===== config.mk =====
export PLATFORM = sky130hd
export DESIGN_NAME = spi_status_reg
export DESIGN_NICKNAME = d
export VERILOG_FILES = /design/src/rtl/spi_sr_pkg.sv /design/src/rtl/spi_sr_sync.sv /design/src/rtl/spi_sr_datapath.sv /design/src/rtl/spi_sr_control.sv /design/src/rtl/spi_status_reg.sv
export SDC_FILE = /design/constraint.sdc
export NUM_CORES = 1
export LEC_CHECK = 0
export ABC_AREA = 1
export BUFFER_PORTS_ARGS = -buffer_cell sky130_fd_sc_hd__buf_2
export CORE_AREA = 2 2 73 75
export CTS_CLUSTER_SIZE = 14
export DETAILED_ROUTE_END_ITERATION = 12
export DIE_AREA = 0 0 75 77
export PLACE_DENSITY = 0.87
export SYNTH_ARGS = -nofsm -noshare
export SYNTH_HDL_FRONTEND = slang
export SYNTH_SLANG_ARGS = --single-unit

===== constraint.sdc =====
create_clock -name clk -period 1.9 [get_ports clk]
set_input_delay 0.285 -clock clk [delete_from_list [all_inputs] [get_ports clk]]
set_output_delay 0.285 -clock clk [all_outputs]
set_load 0.1 [all_outputs]

===== src/rtl/spi_sr_pkg.sv =====
package spi_sr_pkg;

  localparam logic [7:0] OP_WRITE_ENABLE = 8'h06;
  localparam logic [7:0] OP_READ_STATUS  = 8'h05;
  localparam logic [7:0] OP_WRITE_STATUS = 8'h01;

  // strobes from control to datapath
  typedef struct packed {
    logic setWel;
    logic stageData;
    logic startWrite;
    logic readMode;
  } srCtrlT;

  // events and state from datapath to control
  typedef struct packed {
    logic       csFall;
    logic       csRise;
    logic       sclkRise;
    logic       byteDone;
    logic [7:0] rxByte;
    logic       onBoundary;
    logic       wel;
    logic       wip;
    logic       hwProtect;
  } srEvtT;

endpackage


===== src/rtl/spi_sr_sync.sv =====
module spi_sr_sync #(
  parameter int   STAGES    = 2,
  parameter logic RESET_VAL = 1'b0
) (
  input  logic clk,
  input  logic rstN,
  input  logic d,
  output logic q
);
  logic [STAGES-1:0] pipe;

  always_ff @(posedge clk or negedge rstN) begin
    if (!rstN) pipe <= {STAGES{RESET_VAL}};
    else       pipe <= {pipe[STAGES-2:0], d};
  end

  assign q = pipe[STAGES-1];
endmodule


===== src/rtl/spi_sr_datapath.sv =====
module spi_sr_datapath
  import spi_sr_pkg::*;
#(
  parameter int WRITE_CYCLES = 4096,
  parameter int SYNC_STAGES  = 2
) (
  input  logic       clk,
  input  logic       rstN,
  input  logic       spiClk,
  input  logic       chipSelN,
  input  logic       serialIn,
  input  logic       writeProtN,
  input  srCtrlT     ctrl,
  output srEvtT      evt,
  output logic       serialOut,
  output logic [3:0] blockProtect
);
  localparam int NUM_PINS = 4;
  localparam int TIMER_W  = $clog2(WRITE_CYCLES + 1);
  localparam logic [NUM_PINS-1:0] PIN_RST = 4'b1010; // {wp, cs, si, sclk}

  logic [NUM_PINS-1:0] pinRaw, pinSync;
  assign pinRaw = {writeProtN, chipSelN, serialIn, spiClk};

  for (genvar i = 0; i < NUM_PINS; i++) begin : gSync
    spi_sr_sync #(.STAGES(SYNC_STAGES), .RESET_VAL(PIN_RST[i])) syncI (
      .clk(clk), .rstN(rstN), .d(pinRaw[i]), .q(pinSync[i])
    );
  end

  logic sclkS, siS, csS, wpS;
  assign sclkS = pinSync[0];
  assign siS   = pinSync[1];
  assign csS   = pinSync[2];
  assign wpS   = pinSync[3];

  logic sclkPrev, csPrev;
  always_ff @(posedge clk or negedge rstN) begin
    if (!rstN) begin
      sclkPrev <= 1'b0;
      csPrev   <= 1'b1;
    end else begin
      sclkPrev <= sclkS;
      csPrev   <= csS;
    end
  end

  logic sclkRise, sclkFall, csRise, csFall;
  assign sclkRise = sclkS & ~sclkPrev & ~csS;
  assign sclkFall = ~sclkS & sclkPrev & ~csS;
  assign csRise   = csS & ~csPrev;
  assign csFall   = ~csS & csPrev;

  // receive shifter
  logic [2:0] bitCnt;
  logic [6:0] rxShift;
  always_ff @(posedge clk or negedge rstN) begin
    if (!rstN) begin
      bitCnt  <= '0;
      rxShift <= '0;
    end else if (csFall) begin
      bitCnt  <= '0;
    end else if (sclkRise) begin
      bitCnt  <= bitCnt + 3'd1;
      rxShift <= {rxShift[5:0], siS};
    end
  end

  // status register and self-timed write
  logic               srwd, wel, wip;
  logic [3:0]         bp;
  logic [4:0]         stage;
  logic [TIMER_W-1:0] timer;
  logic [7:0]         statusByte;
  assign statusByte = {srwd, 1'b0, bp, wel, wip};

  always_ff @(posedge clk or negedge rstN) begin
    if (!rstN) begin
      srwd  <= 1'b0;
      bp    <= '0;
      wel   <= 1'b0;
      wip   <= 1'b0;
      stage <= '0;
      timer <= '0;
    end else begin
      if (ctrl.setWel) wel <= 1'b1;
      if (ctrl.stageData) stage <= {evt.rxByte[7], evt.rxByte[5:2]};
      if (ctrl.startWrite) begin
        wip   <= 1'b1;
        timer <= TIMER_W'(WRITE_CYCLES - 1);
      end else if (wip) begin
        if (timer == '0) begin
          wip  <= 1'b0;
          wel  <= 1'b0;
          srwd <= stage[4];
          bp   <= stage[3:0];
        end else begin
          timer <= timer - 1'b1;
        end
      end
    end
  end

  // transmit shifter, updated on falling SCLK
  logic [6:0] txShift;
  logic [2:0] txIdx;
  always_ff @(posedge clk or negedge rstN) begin
    if (!rstN) begin
      txShift   <= '0;
      txIdx     <= '0;
      serialOut <= 1'b0;
    end else if (csS) begin
      txIdx     <= '0;
      serialOut <= 1'b0;
    end else if (ctrl.readMode && sclkFall) begin
      txIdx <= txIdx + 3'd1;
      if (txIdx == 3'd0) begin
        serialOut <= statusByte[7];
        txShift   <= statusByte[6:0];
      end else begin
        serialOut <= txShift[6];
        txShift   <= {txShift[5:0], 1'b0};
      end
    end
  end

  assign blockProtect = bp;

  always_comb begin
    evt            = '0;
    evt.csFall     = csFall;
    evt.csRise     = csRise;
    evt.sclkRise   = sclkRise;
    evt.byteDone   = sclkRise && (bitCnt == 3'd7);
    evt.rxByte     = {rxShift, siS};
    evt.onBoundary = (bitCnt == 3'd0);
    evt.wel        = wel;
    evt.wip        = wip;
    evt.hwProtect  = srwd & ~wpS;
  end

  AST_START_NEEDS_WEL: assert property (@(posedge clk) disable iff (!rstN)
    ctrl.startWrite |-> (wel && !wip));
  AST_HWP_HOLD: assert property (@(posedge clk) disable iff (!rstN)
    (srwd && !wpS && !wip) |=> $stable({srwd, bp}));
  AST_START_ON_BOUNDARY: assert property (@(posedge clk) disable iff (!rstN)
    ctrl.startWrite |-> (csRise && bitCnt == 3'd0));
  AST_COMMIT_CLEARS_WEL: assert property (@(posedge clk) disable iff (!rstN)
    $fell(wip) |-> !wel);
  AST_SO_IDLE: assert property (@(posedge clk) disable iff (!rstN)
    csS |=> !serialOut);
endmodule


===== src/rtl/spi_sr_control.sv =====
module spi_sr_control
  import spi_sr_pkg::*;
(
  input  logic   clk,
  input  logic   rstN,
  input  srEvtT  evt,
  output srCtrlT ctrl
);
  typedef enum logic [2:0] {
    ST_IDLE, ST_CMD, ST_DATA, ST_ARMED, ST_READ, ST_SKIP
  } stateT;

  stateT st, stNext;

  always_ff @(posedge clk or negedge rstN) begin
    if (!rstN) st <= ST_IDLE;
    else       st <= stNext;
  end

  always_comb begin
    stNext = st;
    ctrl   = '0;
    if (evt.csFall) begin
      stNext = ST_CMD;
    end else if (evt.csRise) begin
      if (st == ST_ARMED && evt.onBoundary) ctrl.startWrite = 1'b1;
      stNext = ST_IDLE;
    end else begin
      case (st)
        ST_CMD: if (evt.byteDone) begin
          if (evt.rxByte == OP_READ_STATUS) begin
            stNext = ST_READ;
          end else if (evt.wip) begin
            stNext = ST_SKIP;
          end else if (evt.rxByte == OP_WRITE_ENABLE) begin
            ctrl.setWel = 1'b1;
            stNext      = ST_SKIP;
          end else if (evt.rxByte == OP_WRITE_STATUS && evt.wel && !evt.hwProtect) begin
            stNext = ST_DATA;
          end else begin
            stNext = ST_SKIP;
          end
        end
        ST_DATA: if (evt.byteDone) begin
          ctrl.stageData = 1'b1;
          stNext         = ST_ARMED;
        end
        ST_ARMED: if (evt.sclkRise) stNext = ST_SKIP;
        default: ;
      endcase
    end
    ctrl.readMode = (st == ST_READ);
  end

  AST_WIP_NO_CMD: assert property (@(posedge clk) disable iff (!rstN)
    evt.wip |-> !(ctrl.setWel || ctrl.stageData));
  AST_ARMED_ONLY_AFTER_DATA: assert property (@(posedge clk) disable iff (!rstN)
    (stNext == ST_ARMED && st != ST_ARMED) |-> ctrl.stageData);
endmodule


===== src/rtl/spi_status_reg.sv =====
module spi_status_reg
  import spi_sr_pkg::*;
#(
  parameter int WRITE_CYCLES = 4096,
  parameter int SYNC_STAGES  = 2
) (
  input  logic       clk,
  input  logic       rstN,
  input  logic       spiClk,
  input  logic       chipSelN,
  input  logic       serialIn,
  input  logic       writeProtN,
  output logic       serialOut,
  output logic [3:0] blockProtect
);
  srCtrlT ctrl;
  srEvtT  evt;

  spi_sr_datapath #(.WRITE_CYCLES(WRITE_CYCLES), .SYNC_STAGES(SYNC_STAGES)) dpI (
    .clk(clk), .rstN(rstN), .spiClk(spiClk), .chipSelN(chipSelN),
    .serialIn(serialIn), .writeProtN(writeProtN), .ctrl(ctrl), .evt(evt),
    .serialOut(serialOut), .blockProtect(blockProtect)
  );

  spi_sr_control ctlI (
    .clk(clk), .rstN(rstN), .evt(evt), .ctrl(ctrl)
  );
endmodule


# Word-level counts from Yosys, hierarchy flattened
# Cells that the tools add are included.
[word_totals]
regBits = 59
output_inout_bits = 5
wordCells = 104
input_bits = 6
[classes]
n_reduce_logical = 18
addsub = 3
eq_ne = 12
bitwise_logic = 14
n_mux = 39
[op_table]
columns = ["op", "n"]
rows = [
  ["2-to-1 mux 3 bit", 14],
  ["2-to-1 mux 13 bit", 3],
  ["2-to-1 mux 1 bit", 19],
  ["== test 8 x 3 -> 1 bit (second input constant)", 2],
  ["logical NOT 13 bit", 1],
  ["subtractor 13 x 1 -> 13 bit (second input constant)", 1],
  ["one-hot mux 3 bit (3 select lines)", 1],
  ["== test 8 x 1 -> 1 bit (second input constant)", 1],
  ["inequality test 4 x 3 -> 1 bit (second input constant)", 2],
  ["bitwise AND 1 bit", 7],
  ["2-to-1 mux 7 bit", 1],
  ["inverter 1 bit", 7],
  ["adder 3 x 1 -> 3 bit (second input constant)", 2],
  ["== test 3 x 2 -> 1 bit (second input constant)", 2],
  ["== test 3 bit (second input constant)", 2],
  ["logical NOT 3 bit", 2],
  ["AND reduction 2 bit", 3],
  ["nonzero test 2 bit", 3],
  ["logical AND 1 bit", 5],
  ["nonzero test 5 bit", 1],
  ["inequality test 4 bit (second input constant)", 1],
  ["AND reduction 4 bit", 1],
  ["== test 3 x 1 -> 1 bit (second input constant)", 1],
  ["AND reduction 3 bit", 1],
  ["other kinds (3)", 3],
]

# Depth between registers and ports, before layout
[depth]
depth_word = 12
depth_mapped = 11
mapped_depth_nobuf = 10

# Cells and area by module
# A second synthesis with hierarchy kept.
[hier_totals]
cells_unflattened = 379
area_unflattened_um2 = 3039.2
[modules_own_cells]
columns = ["module", "cells_per_inst", "seq_area_each_um2", "area_each_um2", "instances"]
rows = [
  ["spi_sr_datapath", 293, 1202.4, 2443.6, 1],
  ["spi_sr_control", 78, 75.1, 390.4, 1],
  ["spi_sr_sync (dpI.gSync[1].syncI ...)", 2, 52.6, 52.6, 2],
  ["spi_sr_sync (dpI.gSync[0].syncI ...)", 2, 50.0, 50.0, 2],
]

# Worst setup path after synthesis
# Ideal clock, no wire load.
[synth_timing]
path_kind = "register to register"
startpoint = "register dpI.gSync[2].syncI.pipe[1]"
endpoint = "register dpI.timer[10]"
arrival_time_ps = 1545
slack_ps = 290
required_ps = 1835
setup_time_ps = 65
stages_incl_launch_ff = 11
path_cell_list = "dfrtp_1 > inv_1 > ha_1 > inv_1 > nand3_1 > nor2_8 > inv_2 > buf_2 > nand3_1 > nand2_1 > nand2_1"
[synth_between]
elab_chain_cells = 5
elab_cells_between_ends = 9
classes_between = "eq/ne: 1; mux: 3; bitwise: 3; reduce/logical: 2"
[synth_lines]
columns = ["element", "line_no", "source"]
rows = [
  ["start: declaration", "spi_sr_sync.sv:10", "logic [STAGES-1:0] pipe;"],
  ["start signal: assignment", "spi_sr_sync.sv:13", "if (!rstN) pipe <= {STAGES{RESET_VAL}};"],
  ["start signal: assignment", "spi_sr_sync.sv:14", "else pipe <= {pipe[STAGES-2:0], d};"],
  ["bitwise AND 1 bit / inverter 1 bit (equally long branches)", "--", ""],
  ["2-to-1 mux 1 bit / bitwise AND 1 bit (equally long branches)", "spi_sr_control.sv:25, spi_sr_datapath.sv:52", ""],
  ["2-to-1 mux 3 bit (*)", "spi_sr_control.sv:23", "if (evt.csFall) begin"],
  ["inequality test 2 x 1 -> 1 bit (no source line) / nonzero test 2 bit (equally long branches)", "--", ""],
  ["AND reduction 2 bit (no source line)", "--", ""],
  ["end signal: assignment", "spi_sr_datapath.sv:90", "timer <= TIMER_W'(WRITE_CYCLES - 1);"],
  ["end signal: assignment", "spi_sr_datapath.sv:98", "timer <= timer - 1'b1;"],
  ["end: declaration", "spi_sr_datapath.sv:73", "logic [TIMER_W-1:0] timer;"],
]
# Mark *: on every way between the ends. The rest lies on a longest branch, timed or not.
# A chain may end at the register's enable or synchronous reset.

# Worst setup path in the final report
[layout_timing]
startpoint = "register dpI.timer[0]"
endpoint = "register dpI.bp[1], in the netlist dpI.blockProtect[1]"
[layout_between]
elab_chain_cells = 2
[layout_lines]
columns = ["element", "line_no", "source"]
rows = [
  ["logical NOT 13 bit", "spi_sr_datapath.sv:92", "if (timer == '0) begin"],
  ["AND reduction 3 bit (no source line)", "--", ""],
  ["end signal: assignment", "spi_sr_datapath.sv:96", "bp <= stage[3:0];"],
  ["end: declaration", "spi_sr_datapath.sv:71", "logic [3:0] bp;"],
]
# No other way between the ends.

==> Implementation_results.wiki <==
{| class="wikitable"
! Metric !! Value
|-
| Post-route insts no fill || 460
|-
| Skew final || 0.00571 ns
|-
| Total design power || 2.87 mW
|-
| Tot GR Track Use || 22.3%
|-
| Initial core utilization || 58.8%
|-
| Number of placement rows || 26
|-
| Final GP Congestion || 0.856
|-
| Count of boundary I/O pins || 11
|-
| Critical path fanouts, max || 6
|-
| Critical path buffers and inverters || 1
|-
| Crit. path cell count || 9
|-
| Cell accounting for the most synthesized area || sky130_fd_sc_hd__dfrtp_1
|-
| Post-CTS clock slew at the launch and capture registers of the worst setup and hold paths || 0.06 ns
|-
| Critical path, cell by cell || inv_1 > ha_2 > nand2_2 > nor2_4 > nand3_4 > nor2_4 > nand2_2 > nand2_1 > nand2_1
|-
| Overall die width || 75 microns
|-
| Number of DRC markers after the initial detailed-route iteration || 155
|-
| Proportion of register bits with asynchronous set or reset after synthesis || 100%
|-
| Relative slew margins || 66.6%
|-
| Run status || complete, no violations
|-
| Remaining global-route overflow || 0
|-
| Count of flip-flops with a built-in enable after synthesis || 0
|-
| Static Leakage || 1.77 nW
|-
| Net count after synthesis || 377
|-
| Critical path start-end classification || flip-flop to flip-flop
|-
| Largest net degree at the start of global routing || 60
|-
| H-tree levels || 3
|-
| Initial antenna violation count || 0
|-
| Cell depth of the worst hold path || 1
|-
| IR drop worst, VDD || 0.797 mV
|-
| Max-slew violations || 0
|-
| Total power density per cell area || 871 mW/mm^2
|-
| Leading cell type by number of instances after synthesis || sky130_fd_sc_hd__nand2_1
|-
| #FFs+latches synth || 59
|-
| Worst R2R Path Depth || 9
|-
| Max-cap violation count || 0
|-
| Top cell type's share of synthesized area || 46.2%
|-
| Ant diodes || 0
|-
| Sequential fraction of the synthesis area || 50.6%
|-
| Detailed-route wire length || 5300 microns
|-
| Setup-failing EPs final || 0
|-
| Share of post-route cells with drive strength above 1 || 13.6%
|-
| Post-synthesis cell count || 363
|-
| Number of nets in the layout || 399
|-
| Ratio of final minimum period to clock period || 89.7%
|-
| Post-Synthesis Cell Area || 0.00293 sq mm
|-
| Critical path capture point type || flip-flop
|-
| Crit start category || flip-flop
|-
| Highest cell delay on the worst timing path || 0.40 ns
|-
| Port bufs || 10
|-
| Post-placement cell count || 441
|-
| DIE AREA || 0.00578 sq mm
|-
| Share of the core filled with cells in the final layout || 66.2%
|-
| Area of the multi-input gates || 0.00122 sq mm
|-
| CTS sink count || 59
|-
| Fill cell count || 426
|-
| Minimum hold slack || 0.0460 ns
|-
| Number of library cell types mapped by synthesis || 29
|-
| Die height || 77 microns
|-
| Worst Tran Pin Value || 0.496 ns
|-
| CTS tree || built
|-
| Storage element area || 0.00148 sq mm
|-
| Aggregate negative setup slack || 0 ns
|-
| Setup repair after global routing missed its margin || no
|-
| Crit-path slowest cell || sky130_fd_sc_hd__dfrtp_1
|-
| Buffers from clock root to sink, at most || 2
|-
| Wire length of the first global-routing pass || 9740 microns
|-
| Layout Area Growth over Synthesis || 12.6%
|-
| Number of hold violations in the final report || 0
|-
| Ys flop type || sky130_fd_sc_hd__dfrtp_1
|-
| Total CTS buffers || 9
|-
| Arrival time reported for the critical path endpoint || 1.93 ns
|-
| Buffer type at the clock tree root || sky130_fd_sc_hd__clkbuf_8
|-
| Leading post-synthesis cells by cell area || sky130_fd_sc_hd__dfrtp_1, sky130_fd_sc_hd__nand2_1, sky130_fd_sc_hd__inv_1
|-
| Yosys warns || 0
|-
| Category of cells accounting for the largest share of critical-path delay || simple AND/OR/NAND/NOR gates
|-
| Antenna-violating nets left || 0
|-
| Most frequent cells after synthesis || sky130_fd_sc_hd__nand2_1, sky130_fd_sc_hd__dfrtp_1, sky130_fd_sc_hd__inv_1, sky130_fd_sc_hd__nand3_1, sky130_fd_sc_hd__o21ai_0
|-
| Drc violations || 0
|-
| Number of vias per cell || 5.09
|-
| Post-layout minimum cycle time || 1.70 ns
|-
| Required arrival time at the worst endpoint || 2.12 ns
|-
| Number of global-route vias before repair || 2301
|-
| Maximum clock rate || 587 MHz
|-
| Number of search-and-repair iterations in the first detailed-routing pass || 4
|-
| Floorplan core area || 0.00498 sq mm
|-
| HPWL reported at the end of detailed placement || 3740 microns
|-
| Mean routed wirelength per cell || 11.5 microns
|-
| Clock latency of the later-clocked register in the worst-skew pair || 0.33 ns
|-
| Worst hold path class || input port to flip-flop
|-
| Mean instance size in the synthesized netlist || 8.07 sq um
|-
| Via count || 2340
|}
## layout by cell type (no fill, tap or decap), types with 2 or more instances in the layout
| master | n |
|---|---|
| sky130_fd_sc_hd__nand2_1 | 120 |
| sky130_fd_sc_hd__dfrtp_1 | 54 |
| sky130_fd_sc_hd__inv_1 | 49 |
| sky130_fd_sc_hd__nand3_1 | 34 |
| sky130_fd_sc_hd__o21ai_0 | 31 |
| sky130_fd_sc_hd__nor2_1 | 24 |
| sky130_fd_sc_hd__clkbuf_8 | 11 |
| sky130_fd_sc_hd__buf_2 | 10 |
| sky130_fd_sc_hd__ha_1 | 7 |
| sky130_fd_sc_hd__dfstp_2 | 5 |
| sky130_fd_sc_hd__buf_4 | 5 |
| sky130_fd_sc_hd__nor2_2 | 3 |
| sky130_fd_sc_hd__nand2_2 | 3 |
| sky130_fd_sc_hd__inv_2 | 3 |
| sky130_fd_sc_hd__o21ai_1 | 3 |
| sky130_fd_sc_hd__clkbuf_1 | 3 |
| sky130_fd_sc_hd__nor2_4 | 2 |
| sky130_fd_sc_hd__nand4_1 | 2 |
| sky130_fd_sc_hd__o21a_1 | 2 |
| sky130_fd_sc_hd__a21oi_1 | 2 |
| sky130_fd_sc_hd__or2_2 | 2 |
## logic make-up (layout without fill, tap and decap cells)
family	Yosys count	in the layout	share of synthesized area [%]
AO/OA/AOI/OAI	41	41	7.74
XOR/XNOR	1	1	0.299
AND/OR/NAND/NOR	196	196	29.8
adder cells (fa/ha/maj)	8	8	3.42
flip-flops	59	59	50.6
buffers and inverters	58	85	8.08
## what timing repair did
action | CTS | global route
resized for setup | 0 | 2
hold buffers | 1 | 0
setup endpoints to repair | 0 | 13
hold endpoints to repair | 54 | 0
buffers inserted | 0 | 2
## final cells by class
cell class	count	area share, %
Sequential cell	59	45.0
Inverter	52	5.92
Clock inverter	2	1.06
Timing Repair Buffer	17	3.57
Tap cell	70	2.66
Clock buffer	14	4.93
Multi-Input combinational cell	246	36.9
## flip-flops by register name (all words and copies together), names as in the netlist
name                  count
dpI.gSync.syncI.pipe      8
dpI.stage                 5
dpI.blockProtect          4
dpI.wip                   1
ctlI.st                   3
dpI.srwd                  1
dpI.txIdx                 3
dpI.csPrev                1
dpI.wel                   1
dpI.timer                13
dpI.serialOut             1
dpI.bitCnt                3
dpI.sclkPrev              1
dpI.txShift               7
dpI.rxShift               7
## power breakdown
group | internal, mW | switching (mW) | total (mW)
registers | 1.35 | 0.0598 | 1.41
clock network | 0.677 | 0.467 | 1.14
logic | 0.0999 | 0.221 | 0.321
## per-stage QoR
stage,area (sq um),setup slack (ns)
final,3300,0.196
after global routing,3300,0.0138
after CTS,3270,0.132
after detailed placement,3070,0.134
after global placement,3070,0.205
after floorplan,2930,0.290
## layer usage
layer | GRT usage, % | routed length [microns]
met1 | 28.6 | 2390
met5 | 0 | 0
met2 | 33.9 | 2580
met4 | 12.9 | 173
met3 | 5.26 | 158
## final timing paths
kind | startpoint | to | slack [ns]
min in group asynchronous | rstN | dpI.timer[3] | 0.46
max in group asynchronous | rstN | dpI.gSync[1].syncI.pipe[1] | 1.11
worst max register to register | dpI.timer[0] | dpI.blockProtect[1] | 0.20
worst max-delay path | dpI.timer[0] | dpI.blockProtect[1] | 0.20
worst min-delay path | serialIn | dpI.gSync[1].syncI.pipe[0] | 0.05
worst min register to register | dpI.gSync[0].syncI.pipe[0] | dpI.gSync[0].syncI.pipe[1] | 0.35
Power figures use the tool's default switching activity.
